[config.mk]
export PLATFORM = sky130hd
export DESIGN_NAME = lts_tx_sched
export DESIGN_NICKNAME = d
export VERILOG_FILES = /design/src/rtl/lts_pkg.sv /design/src/rtl/lts_trig_queue.sv /design/src/rtl/lts_frame_seq.sv /design/src/rtl/lts_tx_sched.sv
export SDC_FILE = /design/constraint.sdc
export NUM_CORES = 1
export LEC_CHECK = 0
export ABC_AREA = 1
export CORE_ASPECT_RATIO = 0.9
export CORE_MARGIN = 4
export CORE_UTILIZATION = 40
export DETAILED_ROUTE_END_ITERATION = 6
export HOLD_SLACK_MARGIN = 0.08
export PLACE_DENSITY = 0.64
export SYNTH_ARGS = -nofsm -noshare
export SYNTH_HDL_FRONTEND = slang
export SYNTH_SLANG_ARGS = --single-unit
[constraint.sdc]
create_clock -name clk -period 4.5 [get_ports clk]
set_input_delay 0.9 -clock clk [delete_from_list [all_inputs] [get_ports clk]]
set_output_delay 0.9 -clock clk [all_outputs]
set_load 0.01 [all_outputs]
[src/rtl/lts_pkg.sv]
package lts_pkg;

    localparam int TRIG_W = 8;

    localparam logic [7:0] K_IDLE = 8'hBC;
    localparam logic [7:0] K_GRST = 8'h3C;
    localparam logic [7:0] K_SOF  = 8'h1C;
    localparam logic [7:0] K_EOF  = 8'hFE;

    typedef struct packed {
        logic [7:0] data;
        logic       is_k;
    } tx_sym_t;

    typedef enum logic [2:0] {
        FS_FREE,
        FS_SOF,
        FS_DATA,
        FS_EOF,
        FS_WAIT
    } frame_st_e;

    function automatic logic [7:0] trig_code(input logic [2:0] bit_idx);
        logic [7:0] code;
        unique case (bit_idx)
            3'd0: code = 8'h5C;
            3'd1: code = 8'h7C;
            3'd2: code = 8'h9C;
            3'd3: code = 8'hDC;
            3'd4: code = 8'hFC;
            3'd5: code = 8'hF7;
            3'd6: code = 8'hFB;
            default: code = 8'hFD;
        endcase
        return code;
    endfunction

endpackage

[src/rtl/lts_trig_queue.sv]
module lts_trig_queue
    import lts_pkg::*;
(
    input  logic              clk,
    input  logic              rst,
    input  logic [TRIG_W-1:0] trig_req,
    input  logic              hold,
    output logic              out_valid,
    output tx_sym_t           out_sym
);

    logic [TRIG_W-1:0] pend_q, pend_d, merged, pick;
    logic [2:0]        sel_idx;

    always_comb begin
        merged  = pend_q | trig_req;
        sel_idx = '0;
        for (int i = TRIG_W - 1; i >= 0; i--) begin
            if (merged[i]) sel_idx = 3'(i);
        end
        pick      = TRIG_W'(1) << sel_idx;
        out_valid = |merged;
        out_sym   = '{data: trig_code(sel_idx), is_k: 1'b1};
        pend_d    = (hold || !out_valid) ? merged : (merged & ~pick);
    end

    always_ff @(posedge clk) begin
        if (rst) pend_q <= '0;
        else     pend_q <= pend_d;
    end

    // with no new requests and no hold, exactly one pending bit drains
    assert_one_drain_R4: assert property (@(posedge clk) disable iff (rst)
        (!hold && trig_req == '0 && pend_q != '0)
        |=> ($countones(pend_q) == $countones($past(pend_q)) - 1));

endmodule

[src/rtl/lts_frame_seq.sv]
module lts_frame_seq
    import lts_pkg::*;
#(
    parameter int MSG_BYTES = 11,
    parameter int TO_W      = 16,
    localparam int MSG_W    = 8 * MSG_BYTES,
    localparam int IDX_W    = $clog2(MSG_BYTES)
) (
    input  logic             clk,
    input  logic             rst,
    input  logic             req_valid,
    input  logic [MSG_W-1:0] req_msg,
    output logic             req_ready,
    input  logic             adv,
    input  logic             rsp_eof,
    input  logic [TO_W-1:0]  timeout_limit,
    output logic             out_valid,
    output tx_sym_t          out_sym
);

    frame_st_e        state_q, state_d;
    logic [IDX_W-1:0] idx_q, idx_d;
    logic [TO_W-1:0]  cnt_q, cnt_d, lim_eff;
    logic [MSG_W-1:0] msg_q, msg_d;
    logic             last_byte;

    assign req_ready = (state_q == FS_FREE);
    assign lim_eff   = (timeout_limit == '0) ? TO_W'(1) : timeout_limit;
    assign last_byte = (idx_q == IDX_W'(MSG_BYTES - 1));

    always_comb begin
        out_valid = (state_q == FS_SOF) || (state_q == FS_DATA) || (state_q == FS_EOF);
        unique case (state_q)
            FS_SOF:  out_sym = '{data: K_SOF, is_k: 1'b1};
            FS_DATA: out_sym = '{data: msg_q[int'(idx_q) * 8 +: 8], is_k: 1'b0};
            FS_EOF:  out_sym = '{data: K_EOF, is_k: 1'b1};
            default: out_sym = '{data: K_IDLE, is_k: 1'b1};
        endcase
    end

    always_comb begin
        state_d = state_q;
        idx_d   = idx_q;
        cnt_d   = cnt_q;
        msg_d   = msg_q;
        unique case (state_q)
            FS_FREE: if (req_valid) begin
                msg_d   = req_msg;
                state_d = FS_SOF;
            end
            FS_SOF: if (adv) begin
                state_d = FS_DATA;
                idx_d   = '0;
            end
            FS_DATA: if (adv) begin
                if (last_byte) state_d = FS_EOF;
                else           idx_d   = idx_q + 1'b1;
            end
            FS_EOF: if (adv) begin
                state_d = FS_WAIT;
                cnt_d   = '0;
            end
            FS_WAIT: begin
                if (rsp_eof || cnt_q >= lim_eff - 1'b1) state_d = FS_FREE;
                else                                    cnt_d   = cnt_q + 1'b1;
            end
            default: state_d = FS_FREE;
        endcase
    end

    always_ff @(posedge clk) begin
        if (rst) begin
            state_q <= FS_FREE;
            idx_q   <= '0;
            cnt_q   <= '0;
            msg_q   <= '0;
        end else begin
            state_q <= state_d;
            idx_q   <= idx_d;
            cnt_q   <= cnt_d;
            msg_q   <= msg_d;
        end
    end

    // a frame character that loses arbitration is offered again unchanged
    assert_stall_hold_R6: assert property (@(posedge clk) disable iff (rst)
        (out_valid && !adv) |=> ($stable(state_q) && $stable(idx_q)));

    // an offer while busy leaves the latched message untouched
    assert_busy_ignore_R7: assert property (@(posedge clk) disable iff (rst)
        (!req_ready && req_valid) |=> $stable(msg_q));

    // a response while waiting frees the request slot next cycle
    assert_rsp_release_R8: assert property (@(posedge clk) disable iff (rst)
        (state_q == FS_WAIT && rsp_eof) |=> req_ready);

endmodule

[src/rtl/lts_tx_sched.sv]
module lts_tx_sched
    import lts_pkg::*;
#(
    parameter int MSG_BYTES = 11,
    parameter int TO_W      = 16,
    localparam int MSG_W    = 8 * MSG_BYTES
) (
    input  logic              clk,
    input  logic              rst,
    input  logic              gr_req,
    input  logic [TRIG_W-1:0] trig_req,
    input  logic              req_valid,
    input  logic [MSG_W-1:0]  req_msg,
    output logic              req_ready,
    input  logic              rsp_eof,
    input  logic [TO_W-1:0]   timeout_limit,
    output logic [7:0]        tx_char,
    output logic              tx_is_k
);

    logic    trig_valid, frame_valid, frame_adv;
    tx_sym_t trig_sym, frame_sym, pick_sym;

    lts_trig_queue u_trig (
        .clk       (clk),
        .rst       (rst),
        .trig_req  (trig_req),
        .hold      (gr_req),
        .out_valid (trig_valid),
        .out_sym   (trig_sym)
    );

    assign frame_adv = !gr_req && !trig_valid;

    lts_frame_seq #(
        .MSG_BYTES (MSG_BYTES),
        .TO_W      (TO_W)
    ) u_frame (
        .clk           (clk),
        .rst           (rst),
        .req_valid     (req_valid),
        .req_msg       (req_msg),
        .req_ready     (req_ready),
        .adv           (frame_adv),
        .rsp_eof       (rsp_eof),
        .timeout_limit (timeout_limit),
        .out_valid     (frame_valid),
        .out_sym       (frame_sym)
    );

    always_comb begin
        if (gr_req)           pick_sym = '{data: K_GRST, is_k: 1'b1};
        else if (trig_valid)  pick_sym = trig_sym;
        else if (frame_valid) pick_sym = frame_sym;
        else                  pick_sym = '{data: K_IDLE, is_k: 1'b1};
    end

    always_ff @(posedge clk) begin
        if (rst) begin
            tx_char <= K_IDLE;
            tx_is_k <= 1'b1;
        end else begin
            tx_char <= pick_sym.data;
            tx_is_k <= pick_sym.is_k;
        end
    end

    // a reset request owns the next character slot
    assert_gr_wins_R2: assert property (@(posedge clk) disable iff (rst)
        gr_req |=> (tx_char == K_GRST && tx_is_k));

    // the lowest trigger bit is never delayed when no reset is requested
    assert_trig0_latency_R3: assert property (@(posedge clk) disable iff (rst)
        (!gr_req && trig_req[0]) |=> (tx_char == 8'h5C && tx_is_k));

endmodule

==> results.md <==
- Fin util: 0.535
- Metal1 wirelength: about 9.7 mm
- Synthesized flop and latch total: 128
- RSZ-0062 raised after global routing: no
- Remaining DRCs: 0
- Reg2reg end: u_frame.msg_q[33]
- DR vias: 6604
- Status: finished clean
- Filler cell count in the final layout: ~1.6k
- Fin crit period: 4.04 ns
- Hold EP: u_frame.msg_q[2]
- Initial antenna violation count: 0
- Peak supply drop: 0.000518 V
- Dpl hpwl: around 14 mm
- Total CTS buffers: 17
- Core Footprint: 16300 um2
- PortBufs: 126
- Least-Margin Pin Slew: a little under 1 ns
- GR Overflow Total: 0
- Mapped Area: 6720 um2
- Worst r2r src: u_frame.state_q[0]
- Syn_nets: 1080
- Total power: 3.86 mW
- Postcts setup bufs: 0
- Critical Path Start Type: input port
- Relative slew slack: 0.360
- CTS resizes: 0
- PD cells: around 440 nW/um2
- Sequential share of the synthesized area: 0.381
- Die Footprint: 18900 um2
- Fin nets: 1184
- Clk_lat worst skew: around 0.43 ns
- Hold_buf cts: 0
- Clock transition at path regs: 0.06 ns
- Largest net degree at the start of global routing: around 110
- R2R cell count: 6
- Antenna diode count: 0
- Post-DRT Antenna Nets: 0
- CP max FO: 16
- DRT Wirelength: 19.1 mm
- Crit path DAT: 4.38 ns
- WHS: 0.447 ns
- Cells after Synth: 943
- First-pass GRT wire length: 30.3 mm
- CTS H-Tree Depth: 4
- Syn Area/Cell: 7.13 um2
- Synth warn: 0
- DRT Pass-1 Iters: 5
- Die height: 131 um
- Distinct cells, synth: 41
- WL met3: ~1.5 mm
- CP required: 4.84 ns
- Sequential cell area: 2560 um2
- Worst Skew: about 0.014 ns
- Worst hold start: u_frame.msg_q[2]
- Non-filler cells, final: ~1.3k
- Max-cap violations: 0
- DP Worst Slack: -0.00895 ns
- Initial Utilization: 0.412
- Final-report max-slew violation count: 0
- Area of the multi-input gates: around 3500 um2
- Clock Path Buffers: 2
- WL/cell: 15.1 um
- Vias per std cell: roughly 5.2
- Routability Congestion: 0.844
- Peak Freq: 248 MHz
- Met2 WL post-DR: 7.70 mm
- Num ports: 127
- Clk sink count: 128
- Worst hold path class: flop to flop
- Root Buffer: clkbuf_16
- Fraction of layout cells with a size suffix above 1: 0.0906
- Vias in the first global route: 5966
- Setup crit end kind: flop
- Worst R2R Setup Slack: 1.69 ns
- Final WS setup: about 0.46 ns
- Pleak: roughly 3.3 nW
- Inst Count DP: 1235
- First DRT Iteration DRCs: 453
- Fin crit share: 0.898
- Worst hold path cell count: 2
- Total track usage: 0.204
- Setup CP Type: input port to flop
- FP Rows: 44
- P&R area growth vs syn: 29.7%
- Top layer reached by signal wires: met4
- Final setup viols: 0
- TritonCTS clock tree: done
- Fin. Hold Viols: 0
- Chip width: 145 um
[where the power goes]
| part | internal, mW | switching [mW] |
|---|---|---|
| Clock | 0.959 | 0.509 |
| Sequential | 1.34 | 0.0896 |
| Combinational | 0.354 | 0.607 |
[placed cells by master, fill, tap and decap left out, types with 8 or more instances in the layout]
| cell type | n |
|---|---|
| nand2_1 | 165 |
| dfxtp_1 | 128 |
| clkdlybuf4s50_1 | 125 |
| a21oi_1 | 121 |
| inv_1 | 91 |
| nand3_1 | 83 |
| o21ai_0 | 80 |
| nor2_1 | 65 |
| ha_1 | 20 |
| clkbuf_16 | 17 |
| xor2_1 | 15 |
| nand2_2 | 14 |
| nor3_1 | 11 |
| nor2_2 | 10 |
| a21oi_2 | 10 |
| buf_4 | 9 |
| inv_2 | 8 |
[synthesized netlist by cell type, drive strengths merged]
cell type,n,area share
nand2,183,0.11
a21oi,131,0.10
dfxtp,128,0.38
inv,99,0.055
o21ai,84,0.063
nand3,83,0.062
nor2,78,0.052
clkbuf,26,0.015
buf,25,0.022
ha,20,0.037
nor3,16,0.018
xor2,15,0.020
a31oi,7,0.0065
o2111ai,7,0.0091
xnor2,7,0.0091
a22oi,6,0.0067
nand4,6,0.0056
o211ai,5,0.0056
a211oi,4,0.0045
o221ai,4,0.0052
nor3b,2,0.0022
or2,2,0.0019
nand3b,1,0.0011
nor4,1,0.00093
o21a,1,0.0011
o22ai,1,0.00093
o31ai,1,0.0011
[cell families (layout without fill, tap and decap cells)]
| logic type | count (synthesis) | count (layout) | synth area share |
|---|---|---|---|
| flip-flops | 128 | 128 | 0.381 |
| adder cells (fa/ha/maj) | 20 | 20 | 0.0372 |
| AND/OR/NAND/NOR | 372 | 372 | 0.254 |
| XOR/XNOR | 22 | 22 | 0.0287 |
| buffers and inverters | 150 | 267 | 0.0920 |
| AO/OA/AOI/OAI | 251 | 251 | 0.207 |
[stage by stage]
| step | area [um2] | TNS, ns |
|---|---|---|
| after floorplan | 6720 | 0 |
| after global placement | 8080 | 0 |
| after detailed placement | 8080 | -0.0102 |
| after CTS | 8720 | 0 |
| after global routing | 8720 | 0 |
| final | 8720 | 0 |
[final cells by class]
type,instances,share of cell area
clock buffer,24,0.0587
clock inverter,8,0.0142
inverter,99,0.0426
multi-input combinational,665,0.407
sequential,128,0.294
tap,207,0.0297
timing repair buffer,136,0.154
[worst max path at each step]
stage | slack [ns] | depth (start not counted) | to | startpoint
after floorplan | 1.0 | 24 | u_frame.state_q[1] | timeout_limit[7]
after global placement | 0.16 | 25 | u_frame.cnt_q[1] | timeout_limit[9]
after detailed placement | -0.009 | 25 | u_frame.cnt_q[1] | timeout_limit[9]
after CTS | 0.43 | 25 | u_frame.cnt_q[1] | timeout_limit[9]
after global routing | 0.11 | 25 | u_frame.cnt_q[1] | timeout_limit[9]
final | 0.46 | 24 | u_frame.cnt_q[2] | timeout_limit[9]
[worst max-delay path: stages]
cell and delay (ns):
clkdlybuf4s50_1 0.51, inv_1 0.08, nand3_1 0.09, nor2_1 0.04, nand3_1 0.07, nand2_1 0.08
inv_1 0.10, ha_1 0.20, nand2_1 0.09, nor2_1 0.17, inv_1 0.09, nor3_2 0.17
nand2_1 0.13, nor3_2 0.15, xor2_1 0.16, inv_1 0.06, ha_1 0.30, nand4_1 0.10
nand4_1 0.09, a31oi_1 0.15, nand2_1 0.17, nand2_4 0.24, nand2_1 0.08, a21oi_1 0.13
[metal layers]
layer / GRT usage / up-vias
li1: - / 3374
met1: 0.312 / 2981
met2: 0.286 / 229
met3: 0.0444 / 20
met4: 0.0587 / 0
met5: 0 / -
[flip-flops by register name, indices dropped and copies added, names as in the netlist]
| name | flops |
|---|---|
| u_frame.idx_q | 4 |
| tx_is_k | 1 |
| u_frame.state_q | 3 |
| u_frame.msg_q | 88 |
| tx_char | 8 |
| u_trig.pend_q | 8 |
| u_frame.cnt_q | 16 |
Power figures use the tool's default switching activity.
